### config.mk
export PLATFORM = sky130hd
export DESIGN_NAME = fdx_core
export DESIGN_NICKNAME = d
export VERILOG_FILES = /design/src/rtl/fdx_pkg.sv /design/src/rtl/fdx_decode.sv /design/src/rtl/fdx_alu.sv /design/src/rtl/fdx_regfile.sv /design/src/rtl/fdx_core.sv
export SDC_FILE = /design/constraint.sdc
export NUM_CORES = 1
export LEC_CHECK = 0
export ABC_AREA = 1
export BUFFER_PORTS_ARGS = -buffer_cell sky130_fd_sc_hd__buf_2
export CORE_UTILIZATION = 40
export DETAILED_ROUTE_END_ITERATION = 8
export SYNTH_ARGS = -nofsm -noshare
export SYNTH_HDL_FRONTEND = slang
export SYNTH_HIERARCHICAL = 1
export SYNTH_SLANG_ARGS = --single-unit
### constraint.sdc
create_clock -name clk -period 8.3 [get_ports clk]
set_input_delay 1.66 -clock clk [delete_from_list [all_inputs] [get_ports clk]]
set_output_delay 1.66 -clock clk [all_outputs]
set_load 0.01 [all_outputs]
### src/rtl/fdx_pkg.sv
package fdx_pkg;

   typedef enum logic [3:0] {
      SQ_FADDR,
      SQ_FLO,
      SQ_FHI,
      SQ_LDIR,
      SQ_DEC,
      SQ_IORD,
      SQ_IOWB,
      SQ_OPLO,
      SQ_OPHI,
      SQ_OPMAR,
      SQ_STWR
   } seq_e;

   typedef enum logic [2:0] {
      OP_NOP,
      OP_LDI,
      OP_ADD,
      OP_IN,
      OP_STS
   } op_e;

   typedef struct packed {
      op_e        op;
      logic [4:0] rd;
      logic [4:0] rr;
      logic [7:0] imm;
      logic [5:0] io;
   } dec_t;

   localparam logic [3:0] PAT_LDI = 4'b1110;
   localparam logic [5:0] PAT_ADD = 6'b000011;
   localparam logic [4:0] PAT_IN  = 5'b10110;
   localparam logic [6:0] PAT_STS = 7'b1001001;

endpackage

### src/rtl/fdx_decode.sv
module fdx_decode
   import fdx_pkg::*;
#(
   parameter int WORD_W = 16
) (
   input  logic [WORD_W-1:0] ir,
   output dec_t              dec
);

   initial begin
      word_w_chk: assert (WORD_W == 16);
   end

   always_comb begin
      dec     = '0;
      dec.op  = OP_NOP;
      if (ir[15:12] == PAT_LDI) begin
         dec.op  = OP_LDI;
         dec.rd  = {1'b1, ir[7:4]};
         dec.imm = {ir[11:8], ir[3:0]};
      end else if (ir[15:10] == PAT_ADD) begin
         dec.op = OP_ADD;
         dec.rd = {ir[8], ir[7:4]};
         dec.rr = {ir[9], ir[3:0]};
      end else if (ir[15:11] == PAT_IN) begin
         dec.op = OP_IN;
         dec.rd = ir[8:4];
         dec.io = {ir[10:9], ir[3:0]};
      end else if (ir[15:9] == PAT_STS && ir[3:0] == 4'b0000) begin
         dec.op = OP_STS;
         dec.rd = ir[8:4];
      end
   end

endmodule

### src/rtl/fdx_alu.sv
module fdx_alu #(
   parameter int DATA_W = 8
) (
   input  logic [DATA_W-1:0] opa,
   input  logic [DATA_W-1:0] opb,
   output logic [DATA_W-1:0] sum,
   output logic              carry,
   output logic              zero
);

   logic [DATA_W:0] wide;

   always_comb begin
      wide  = {1'b0, opa} + {1'b0, opb};
      sum   = wide[DATA_W-1:0];
      carry = wide[DATA_W];
      zero  = (wide[DATA_W-1:0] == '0);
   end


   always_comb begin
      if (carry) begin
         carry_wrap_chk: assert (sum < opa);
      end
   end

endmodule

### src/rtl/fdx_regfile.sv
module fdx_regfile #(
   parameter int DATA_W   = 8,
   parameter int NUM_REGS = 32,
   parameter bit RST_EN   = 1'b1,
   localparam int IDX_W   = $clog2(NUM_REGS)
) (
   input  logic              clk,
   input  logic              rst_n,
   input  logic              we,
   input  logic [IDX_W-1:0]  waddr,
   input  logic [DATA_W-1:0] wdata,
   input  logic [IDX_W-1:0]  ra,
   input  logic [IDX_W-1:0]  rb,
   output logic [DATA_W-1:0] qa,
   output logic [DATA_W-1:0] qb
);

   logic [NUM_REGS*DATA_W-1:0] flat;

   for (genvar i = 0; i < NUM_REGS; i++) begin : g_ent
      logic [DATA_W-1:0] q;
      logic              hit;
      assign hit = we && (waddr == IDX_W'(i));
      if (RST_EN) begin : g_rst
         always_ff @(posedge clk or negedge rst_n) begin
            if (!rst_n)   q <= '0;
            else if (hit) q <= wdata;
         end
      end else begin : g_plain
         always_ff @(posedge clk) begin
            if (hit) q <= wdata;
         end
      end
      assign flat[i*DATA_W +: DATA_W] = q;
   end

   assign qa = flat[ra*DATA_W +: DATA_W];
   assign qb = flat[rb*DATA_W +: DATA_W];

endmodule

### src/rtl/fdx_core.sv
module fdx_core
   import fdx_pkg::*;
#(
   parameter int PC_W     = 14,
   parameter int DATA_W   = 8,
   parameter int ADDR_W   = 16,
   parameter int NUM_REGS = 32,
   parameter bit RF_RESET = 1'b1
) (
   input  logic              clk,
   input  logic              rst_n,
   output logic [ADDR_W-1:0] bus_addr,
   output logic              bus_rd,
   output logic              bus_wr,
   output logic              bus_prog,
   input  logic [DATA_W-1:0] bus_din,
   output logic [DATA_W-1:0] bus_dout,
   output logic [1:0]        flags
);

   localparam int REG_AW = $clog2(NUM_REGS);
   localparam int WORD_W = 2 * DATA_W;
   localparam int IO_LIM = 64;

   initial begin
      data_w_chk: assert (DATA_W == 8);
      addr_w_chk: assert (ADDR_W == 16);
      regs_chk:   assert (NUM_REGS == 32);
      pc_w_chk:   assert (PC_W >= 2 && PC_W < ADDR_W);
   end

   seq_e              state;
   logic [PC_W-1:0]   pc;
   logic [ADDR_W-1:0] mar;
   logic [DATA_W-1:0] mdr;
   logic [WORD_W-1:0] ir;
   logic [DATA_W-1:0] opr;
   logic              c_flag;
   logic              z_flag;

   dec_t              dec;
   logic [DATA_W-1:0] rf_qa;
   logic [DATA_W-1:0] rf_qb;
   logic              rf_we;
   logic [REG_AW-1:0] rf_waddr;
   logic [DATA_W-1:0] rf_wdata;
   logic [DATA_W-1:0] alu_sum;
   logic              alu_c;
   logic              alu_z;

   fdx_decode #(.WORD_W(WORD_W)) i_decode (
      .ir  (ir),
      .dec (dec)
   );

   fdx_regfile #(
      .DATA_W   (DATA_W),
      .NUM_REGS (NUM_REGS),
      .RST_EN   (RF_RESET)
   ) i_regfile (
      .clk   (clk),
      .rst_n (rst_n),
      .we    (rf_we),
      .waddr (rf_waddr),
      .wdata (rf_wdata),
      .ra    (dec.rd),
      .rb    (dec.rr),
      .qa    (rf_qa),
      .qb    (rf_qb)
   );

   fdx_alu #(.DATA_W(DATA_W)) i_alu (
      .opa   (rf_qa),
      .opb   (rf_qb),
      .sum   (alu_sum),
      .carry (alu_c),
      .zero  (alu_z)
   );

   // register-file write port
   always_comb begin
      rf_we    = 1'b0;
      rf_waddr = dec.rd;
      rf_wdata = mdr;
      if (state == SQ_DEC && dec.op == OP_LDI) begin
         rf_we    = 1'b1;
         rf_wdata = dec.imm;
      end else if (state == SQ_DEC && dec.op == OP_ADD) begin
         rf_we    = 1'b1;
         rf_wdata = alu_sum;
      end else if (state == SQ_IOWB) begin
         rf_we    = 1'b1;
      end
   end

   // bus strobes
   always_comb begin
      bus_addr = mar;
      bus_rd   = 1'b0;
      bus_wr   = 1'b0;
      bus_prog = 1'b0;
      bus_dout = '0;
      unique case (state)
         SQ_FLO, SQ_FHI, SQ_OPLO, SQ_OPHI: begin
            bus_rd   = 1'b1;
            bus_prog = 1'b1;
         end
         SQ_IORD: bus_rd = 1'b1;
         SQ_STWR: begin
            bus_wr   = 1'b1;
            bus_dout = rf_qa;
         end
         default: ;
      endcase
   end

   assign flags = {z_flag, c_flag};

   // register-transfer sequencer
   always_ff @(posedge clk or negedge rst_n) begin
      if (!rst_n) begin
         state  <= SQ_FADDR;
         pc     <= '0;
         mar    <= '0;
         mdr    <= '0;
         ir     <= '0;
         opr    <= '0;
         c_flag <= 1'b0;
         z_flag <= 1'b0;
      end else begin
         unique case (state)
            SQ_FADDR: begin
               mar   <= ADDR_W'({pc, 1'b0});
               pc    <= pc + 1'b1;
               state <= SQ_FLO;
            end
            SQ_FLO: begin
               mdr   <= bus_din;
               mar   <= mar + 1'b1;
               state <= SQ_FHI;
            end
            SQ_FHI: begin
               ir[DATA_W-1:0] <= mdr;
               mdr            <= bus_din;
               state          <= SQ_LDIR;
            end
            SQ_LDIR: begin
               ir[WORD_W-1:DATA_W] <= mdr;
               state               <= SQ_DEC;
            end
            SQ_DEC: begin
               unique case (dec.op)
                  OP_ADD: begin
                     c_flag <= alu_c;
                     z_flag <= alu_z;
                     state  <= SQ_FADDR;
                  end
                  OP_IN: begin
                     mar   <= ADDR_W'(dec.io);
                     state <= SQ_IORD;
                  end
                  OP_STS: begin
                     mar   <= ADDR_W'({pc, 1'b0});
                     pc    <= pc + 1'b1;
                     state <= SQ_OPLO;
                  end
                  default: state <= SQ_FADDR;
               endcase
            end
            SQ_IORD: begin
               mdr   <= bus_din;
               state <= SQ_IOWB;
            end
            SQ_IOWB: state <= SQ_FADDR;
            SQ_OPLO: begin
               mdr   <= bus_din;
               mar   <= mar + 1'b1;
               state <= SQ_OPHI;
            end
            SQ_OPHI: begin
               opr   <= mdr;
               mdr   <= bus_din;
               state <= SQ_OPMAR;
            end
            SQ_OPMAR: begin
               mar   <= {mdr, opr};
               state <= SQ_STWR;
            end
            SQ_STWR: state <= SQ_FADDR;
            default: state <= SQ_FADDR;
         endcase
      end
   end


   lo_hi_pair_chk: assert property (@(posedge clk) disable iff (!rst_n)
      (bus_rd && bus_prog && !bus_addr[0]) |=>
      (bus_rd && bus_prog && bus_addr == $past(bus_addr) + 16'd1));


   io_range_chk: assert property (@(posedge clk) disable iff (!rst_n)
      (bus_rd && !bus_prog) |-> (bus_addr < ADDR_W'(IO_LIM)));


   rd_wr_excl_chk: assert property (@(posedge clk) disable iff (!rst_n)
      !(bus_rd && bus_wr));


   wr_then_idle_chk: assert property (@(posedge clk) disable iff (!rst_n)
      bus_wr |=> (!bus_wr && !bus_rd));


   wr_data_space_chk: assert property (@(posedge clk) disable iff (!rst_n)
      bus_wr |-> !bus_prog);


   flags_only_add_chk: assert property (@(posedge clk) disable iff (!rst_n)
      !$stable(flags) |-> $past(state == SQ_DEC && dec.op == OP_ADD));

endmodule

==> reports/metrics.yaml, run 1 <==
swShare: 0.4227
synth.avg_cell_area_um2: 6.792
syn_to_final_growth_pct: 8.288
finalWeightedCongestion: 0.9091
nets: 2771
clk_path_buf_depth: 3
clk_pin_slew_ns: 0.06
cp.depth: 17
io_pins: 39
rsz0062_at_grt: "false"
ir_worst_vdd_mv: 0.1445
yosysWarnings: 6
skew_ns: 0.02357
num_rows: 79
finalCriticalPeriod_ns: 6.143
fin_setup_tns_ns: 0
critPathCapture: "bus_dout[0]"
required_ns: 6.64
p_int_mw: 3.385
reg2reg_to: "i_regfile/g_ent[2].q[6]"
regToRegSetupSlack_ns: 2.31
dp_hpwl_um: 40480
grt.total_usage: 0.2636
vias_per_cell: 5.588
total_power_mw: 5.864
clkLatencyLatePin_ns: 0.57
hp-class: "register to register"
worstReg2RegStart: "ir[14]"
critPathTopFamily: "simple AND/OR/NAND/NOR gates"
r2r_cells: 29
cts-buffers-inserted: 40
initial_utilization: 0.4087
slew_headroom: 0.2098
syn_area_um2: 19190
p_comb_frac: 0.363
critPathMostFrequentCell: "nand2_1"
core_um2: 46950
io_buffer_count: 38
drive_above_1_share: 0.07055
die_y_um: 221.0
hold_viol: 0
crit_path_max_fanout: 80
drv_slew: 0
critPathMaxStageDelay_ns: 0.66
cp-start-kind: "register"
grt_first_pass_wirelength_um: 101700
async_reset_ff_frac: 1.000
ys_ff_latch: 324
grt_overflow: 0
syn-num-nets: 2846
p_leak_nw: 9.578
wire_per_inst_um: 19.28
antenna_found_initial: 1
grt_max_degree: 138
path_class: "register to primary output"
period_share: 0.7402
wl_um: 65260
cts-hold-fix-buffers: 0
timing.final.ws_setup_ns: 2.157
synthDistinctLibCells: 37
cts_root_buf: "clkbuf_16"
dr.pass1.iters: 6
cts.sinks: 324
crit_chain: "nand4_1, nand3_2, nor2_4, nor2_4, inv_4, buf_4, nand2_1, nand3_1, nand3_1, nand2_1, nand2_1, nand2_1, nand2_1, nand2_1, inv_1, nor2_1, buf_2"
ys_seq_area_frac: 0.4225
htree_levels: 2
post_cts.repair.setup_buffers: 0
path_buf_inv: 4
diodes: 0
critPathSlowestCell: "buf_4"
p_sw_mw: 2.478
grt_pass1_vias: 17460
cts_tree: "done"
maxCapViolations: 0
end_kind: "primary output"
worst_pin_slew_ns: 1.184
synth-edff-count: 0
postSynthCellCount: 2825
antenna_left: 0
worstSetupStartpoint: "ir[14]"
fmax_mhz: 162.8
pwr-share-clk: 0.299
synth_flop_cell: "dfrtp_1"
pre_cts_slack_ns: 2.343
hp-start: "ir[5]"
p_per_area_nw_per_um2: 282.2
cp.arrival_ns: 4.48
cts-resized-gates: 0
setup_viol: 0
die_area_um2: 48850
hold_path_depth: 2
pwr-share-seq: 0.338
status: "completed"
die_w_um: 221.0
num_vias: 18920
drtIter0Drc: 2007
drc_errors: 0
## worst min-delay path, cell delays in order (launching register included)
cell     delay [ns]
dfrtp_1        0.34
nand2_1        0.05
o21ai_0        0.06
## final cells by class
cell class                      instances  area, um2
Clock buffer                           58       1190
Clock inverter                         12      116.4
Fill cell                            4765      26170
Inverter                              132      500.5
Multi-Input combinational cell       2192       9714
Sequential cell                       324       8108
Tap cell                              607      759.5
Timing Repair Buffer                   60      390.4
## sequential cells by signal, summed over array words and instances (netlist names)
register           count
c_flag                 1
bus_addr              16
pc                    14
opr                    8
i_regfile/g_ent.q    256
mdr                    8
z_flag                 1
state                  4
ir                    16
## synthesized netlist by cell type, types with 2 or more instances
library cell | count | area share
nand3_1 | 439 | 0.11
xnor2_1 | 3 | 0.0014
buf_2 | 91 | 0.024
buf_4 | 6 | 0.0023
nor2_4 | 6 | 0.0035
buf_6 | 14 | 0.0082
o211ai_1 | 5 | 0.0020
nor3_1 | 4 | 0.0010
o21ai_0 | 276 | 0.072
nand2_2 | 13 | 0.0042
or2_4 | 3 | 0.0014
nor2_2 | 10 | 0.0033
nand2_1 | 1217 | 0.24
inv_2 | 8 | 0.0016
dfrtp_1 | 324 | 0.42
o21ai_1 | 10 | 0.0026
nand3_2 | 5 | 0.0026
a21oi_1 | 10 | 0.0026
xor2_1 | 9 | 0.0041
ha_1 | 10 | 0.0065
nand3b_1 | 2 | 0.00078
buf_1 | 9 | 0.0018
clkbuf_1 | 57 | 0.011
nand4_1 | 12 | 0.0039
o21ai_2 | 16 | 0.0073
a31oi_1 | 8 | 0.0026
nor2_1 | 126 | 0.025
inv_1 | 123 | 0.024
## cells in the final DEF (no fill, tap or decap), drive strengths merged
| cell type | n |
|---|---|
| o211ai | 5 |
| xnor2 | 3 |
| nor2 | 142 |
| nand4 | 13 |
| o22ai | 1 |
| a21oi | 10 |
| a31oi | 8 |
| nand2 | 1230 |
| xor2 | 9 |
| clkinv | 11 |
| dfrtp | 324 |
| ha | 10 |
| nor3 | 4 |
| mux2 | 2 |
| inv | 130 |
| o21ai | 302 |
| nand3b | 2 |
| or2 | 3 |
| nand3 | 445 |
| clkinvlp | 1 |
| and2 | 1 |
| buf | 60 |
| clkbuf | 58 |
| o21bai | 1 |
| bufinv | 2 |
| fa | 1 |
## worst min-delay path by stage
stage / endpoint / slack [ns]
after floorplan: ir[0] / 0.45
after global placement: ir[3] / 0.47
after detailed placement: ir[5] / 0.48
after CTS: ir[5] / 0.49
after global routing: i_regfile/g_ent[5].q[3] / 0.52
final: ir[5] / 0.49
## layer usage
layer | GRT usage | wire (um) | up-vias
li1 | - | - | 8939
met1 | 0.3736 | 28800 | 8929
met2 | 0.4034 | 28660 | 895
met3 | 0.03904 | 5613 | 153
met4 | 0.1053 | 2191 | 0
met5 | 0 | 0 | -
## cells by family after synthesis
group	after synthesis	synth area share
AO/OA/AOI/OAI	327	0.08979
AND/OR/NAND/NOR	1840	0.4004
buffers and inverters	309	0.07303
multiplexers	2	0.001174
adder cells (fa/ha/maj)	11	0.007564
flip-flops	324	0.4225
XOR/XNOR	12	0.005478
## power groups by stage
stage                     logic [mW]  clock network, mW  registers (mW)
after CTS                       2.11               1.79            1.97
after detailed placement        2.10                  0            2.00
final                           2.13               1.76            1.98
after global placement          2.09                  0            1.99
after global routing            2.36               1.85            2.00
after floorplan                 1.42                  0            1.94
## through the flow
| step | utilization | cells | hold slack [ns] | area (um2) |
|---|---|---|---|---|
| after floorplan | - | 2825 | 0.4530 | 19190 |
| after global placement | 0.4147 | 3315 | 0.4708 | 19470 |
| after detailed placement | 0.4147 | 3315 | 0.4755 | 19470 |
| after CTS | 0.4426 | 3385 | 0.4897 | 20780 |
| after global routing | 0.4426 | 3385 | 0.5238 | 20780 |
| final | 0.4426 | 3385 | 0.4851 | 20780 |
Power figures use the tool's default switching activity.
==> inputs of run 2 (changes only) <==
==> constraint.sdc (replaced) <==
create_clock -name clk -period 6.1 [get_ports clk]
set_input_delay 1.22 -clock clk [delete_from_list [all_inputs] [get_ports clk]]
set_output_delay 1.22 -clock clk [all_outputs]
set_load 0.01 [all_outputs]
==> run 2 against run 1 <==
Compared with the run above: critical endpoint is now i_regfile/g_ent[2].q[4]; sequential share of layout area shrank 0.41 points; clock power up 38%; cell count is 0.50% higher; first-iteration DRC count fell by 2.0%; sequential power is 36% higher.
==> reports/metrics.yaml, run 2 (synthesized netlist as in run 1, its figures left out) <==
setup_viol: 0  # unchanged
drive_above_1_share: 0.07657  # +0.006011
core_um2: 46950  # unchanged
nets: 2785  # +0.51%
p_per_area_nw_per_um2: 383.6  # +36%
cts_root_buf: "clkbuf_16"
utilization: 0.4472  # +0.004691
p_int_mw: 4.672  # +38%
clk_path_buf_depth: 3  # unchanged
die_y_um: 221.0  # unchanged
fin_setup_tns_ns: 0  # unchanged
syn_to_final_growth_pct: 9.435
hold_viol: 0  # unchanged
hp-class: "register to register"
p_sw_mw: 3.382  # +36%
vias_per_cell: 5.582  # -0.12%
fillers: 4828  # +1.3%
status: "completed"
finalWeightedCongestion: 0.9029  # -0.68%
dp_hpwl_um: 40780  # +0.75%
drv_slew: 0  # unchanged
die_w_um: 221.0  # unchanged
critPathMostFrequentCell: "nand2_1"
initial_utilization: 0.4087  # unchanged
grt_pass1_vias: 17780  # +1.9%
period_share: 0.8702
io_buffer_count: 38  # unchanged
swShare: 0.4199  # -0.002772
path_class: "register to register"
place_inst: 3329  # +0.42%
critPathSlowestCell: "inv_1"
antenna_found_initial: 0  # -1
num_vias: 18990  # +0.39%
grt_overflow: 0  # unchanged
fmax_mhz: 188.4
critPathMaxStageDelay_ns: 0.90  # +0.24 ns
ir_worst_vdd_mv: 0.2115  # +46%
stdcell_count: 3402  # +0.50%
cts-buffers-inserted: 40  # unchanged
skew_ns: 0.02942  # +0.005846 ns
total_power_mw: 8.054  # +37%
clk_pin_slew_ns: 0.06  # about the same
clkLatencyLatePin_ns: 0.58  # about the same
largest_reg_flops: 256  # unchanged
htree_levels: 2  # unchanged
grt_first_pass_wirelength_um: 101400  # -0.31%
num_rows: 79  # unchanged
crit_path_max_fanout: 70  # -13%
end_kind: "register"
post_cts.repair.setup_buffers: 0  # unchanged
grt.total_usage: 0.2617  # -0.001912
diodes: 0  # unchanged
wl_um: 64140  # -1.7%
die_area_um2: 48850  # unchanged
maxCapViolations: 0  # unchanged
cts-resized-gates: 0  # unchanged
rsz0062_at_grt: "false"
io_pins: 39  # unchanged
pwr-share-clk: 0.302  # +0.003
final_cell_mix: "1,217 x nand2_1, 439 x nand3_1, 324 x dfrtp_1, 276 x o21ai_0"
wire_per_inst_um: 18.85  # -2.2%
drc_errors: 0  # unchanged
finalCriticalPeriod_ns: 5.308
cp.arrival_ns: 5.71  # +1.23 ns
drtIter0Drc: 1967  # -2.0%
antenna_left: 0  # unchanged
worst_pin_slew_ns: 1.242  # +0.05755 ns
p_leak_nw: 9.695  # +1.2%
cts_tree: "done"
cp-start-kind: "register"
p_comb_frac: 0.363  # about the same
dr.pass1.iters: 6  # unchanged
required_ns: 6.50  # -0.14 ns
final_common_cell: "nand2_1"
regMostFlops: "i_regfile/g_ent.q"
cts-hold-fix-buffers: 0  # unchanged
slew_headroom: 0.1714  # -0.03841
grt_max_degree: 139  # +0.72%
cts.sinks: 324  # unchanged
pwr-share-seq: 0.335  # -0.003
==> run 2: cell types whose count changed in the layout (fill, tap and decap cells not counted), sizes merged <==
cell	previous run	this run
clkinvlp	1	0
clkinv	11	13
clkbuf	58	59
buf	60	74
inv	130	131
==> run 2: power groups by stage <==
stage	logic [mW]	clock network (mW)	registers, mW
3_3_place_gp	2.85	0	2.71
4_1_cts	2.89	2.47	2.69
2_1_floorplan	1.93	0	2.64
3_5_place_dp	2.88	0	2.72
5_1_grt	3.23	2.56	2.73
6_report	2.93	2.43	2.70
==> run 2: final timing paths <==
path / start / end / slack (ns) / cells after the start
max in group asynchronous: rst_n / i_regfile/g_ent[10].q[0] / 4.27 / 2
min in group asynchronous: rst_n / i_regfile/g_ent[5].q[3] / 0.62 / 1
hold reg to reg: ir[0] / ir[0] / 0.48 / 2
hold / removal: ir[0] / ir[0] / 0.48 / 2
setup reg to reg: ir[14] / i_regfile/g_ent[2].q[4] / 0.79 / 26
setup / recovery: ir[14] / i_regfile/g_ent[2].q[4] / 0.79 / 26
==> run 2: metal layers <==
layer  wire, um  GRT usage  part of all wire  vias up
met2      28280     0.4051              0.44      824
met3       4891    0.04315             0.076      170
met5          0          0                 0        -
li1           -          -                 -     8963
met1      28270     0.3619              0.44     9032
met4       2701     0.1108             0.042        0
==> run 2: layout make-up <==
class | instances | area, um2 | share of cell area
multi-input cells | 2192 | 9714 | 0.4626
flip-flops and latches | 324 | 8108 | 0.3861
clock buffers | 59 | 1215 | 0.05786
well taps | 607 | 759.5 | 0.03617
repair buffers | 74 | 570.5 | 0.02717
inverters | 132 | 500.5 | 0.02383
clock inverters | 14 | 131.4 | 0.006256
==> run 2: worst max-delay path: cells and delay by family (launching register included) <==
family | cells | cell delay (ns)
AOI/OAI and AO/OA | 2 | 0.35
adders and majority gates | 1 | 0.44
buffers and inverters | 5 | 1.93
DFF | 1 | 0.41
and+or+nand+nor | 18 | 1.92
==> run 2: through the flow <==
stage               hold WS (ns)  area (um2)  setup WS [ns]
global placement          0.4723       19650         0.9986
finish                    0.4845       21000         0.7918
detailed placement        0.4749       19650         0.8902
global route              0.5078       21000         0.3319
CTS                       0.4887       21000         0.8798
floorplan                 0.4530       19190          2.271
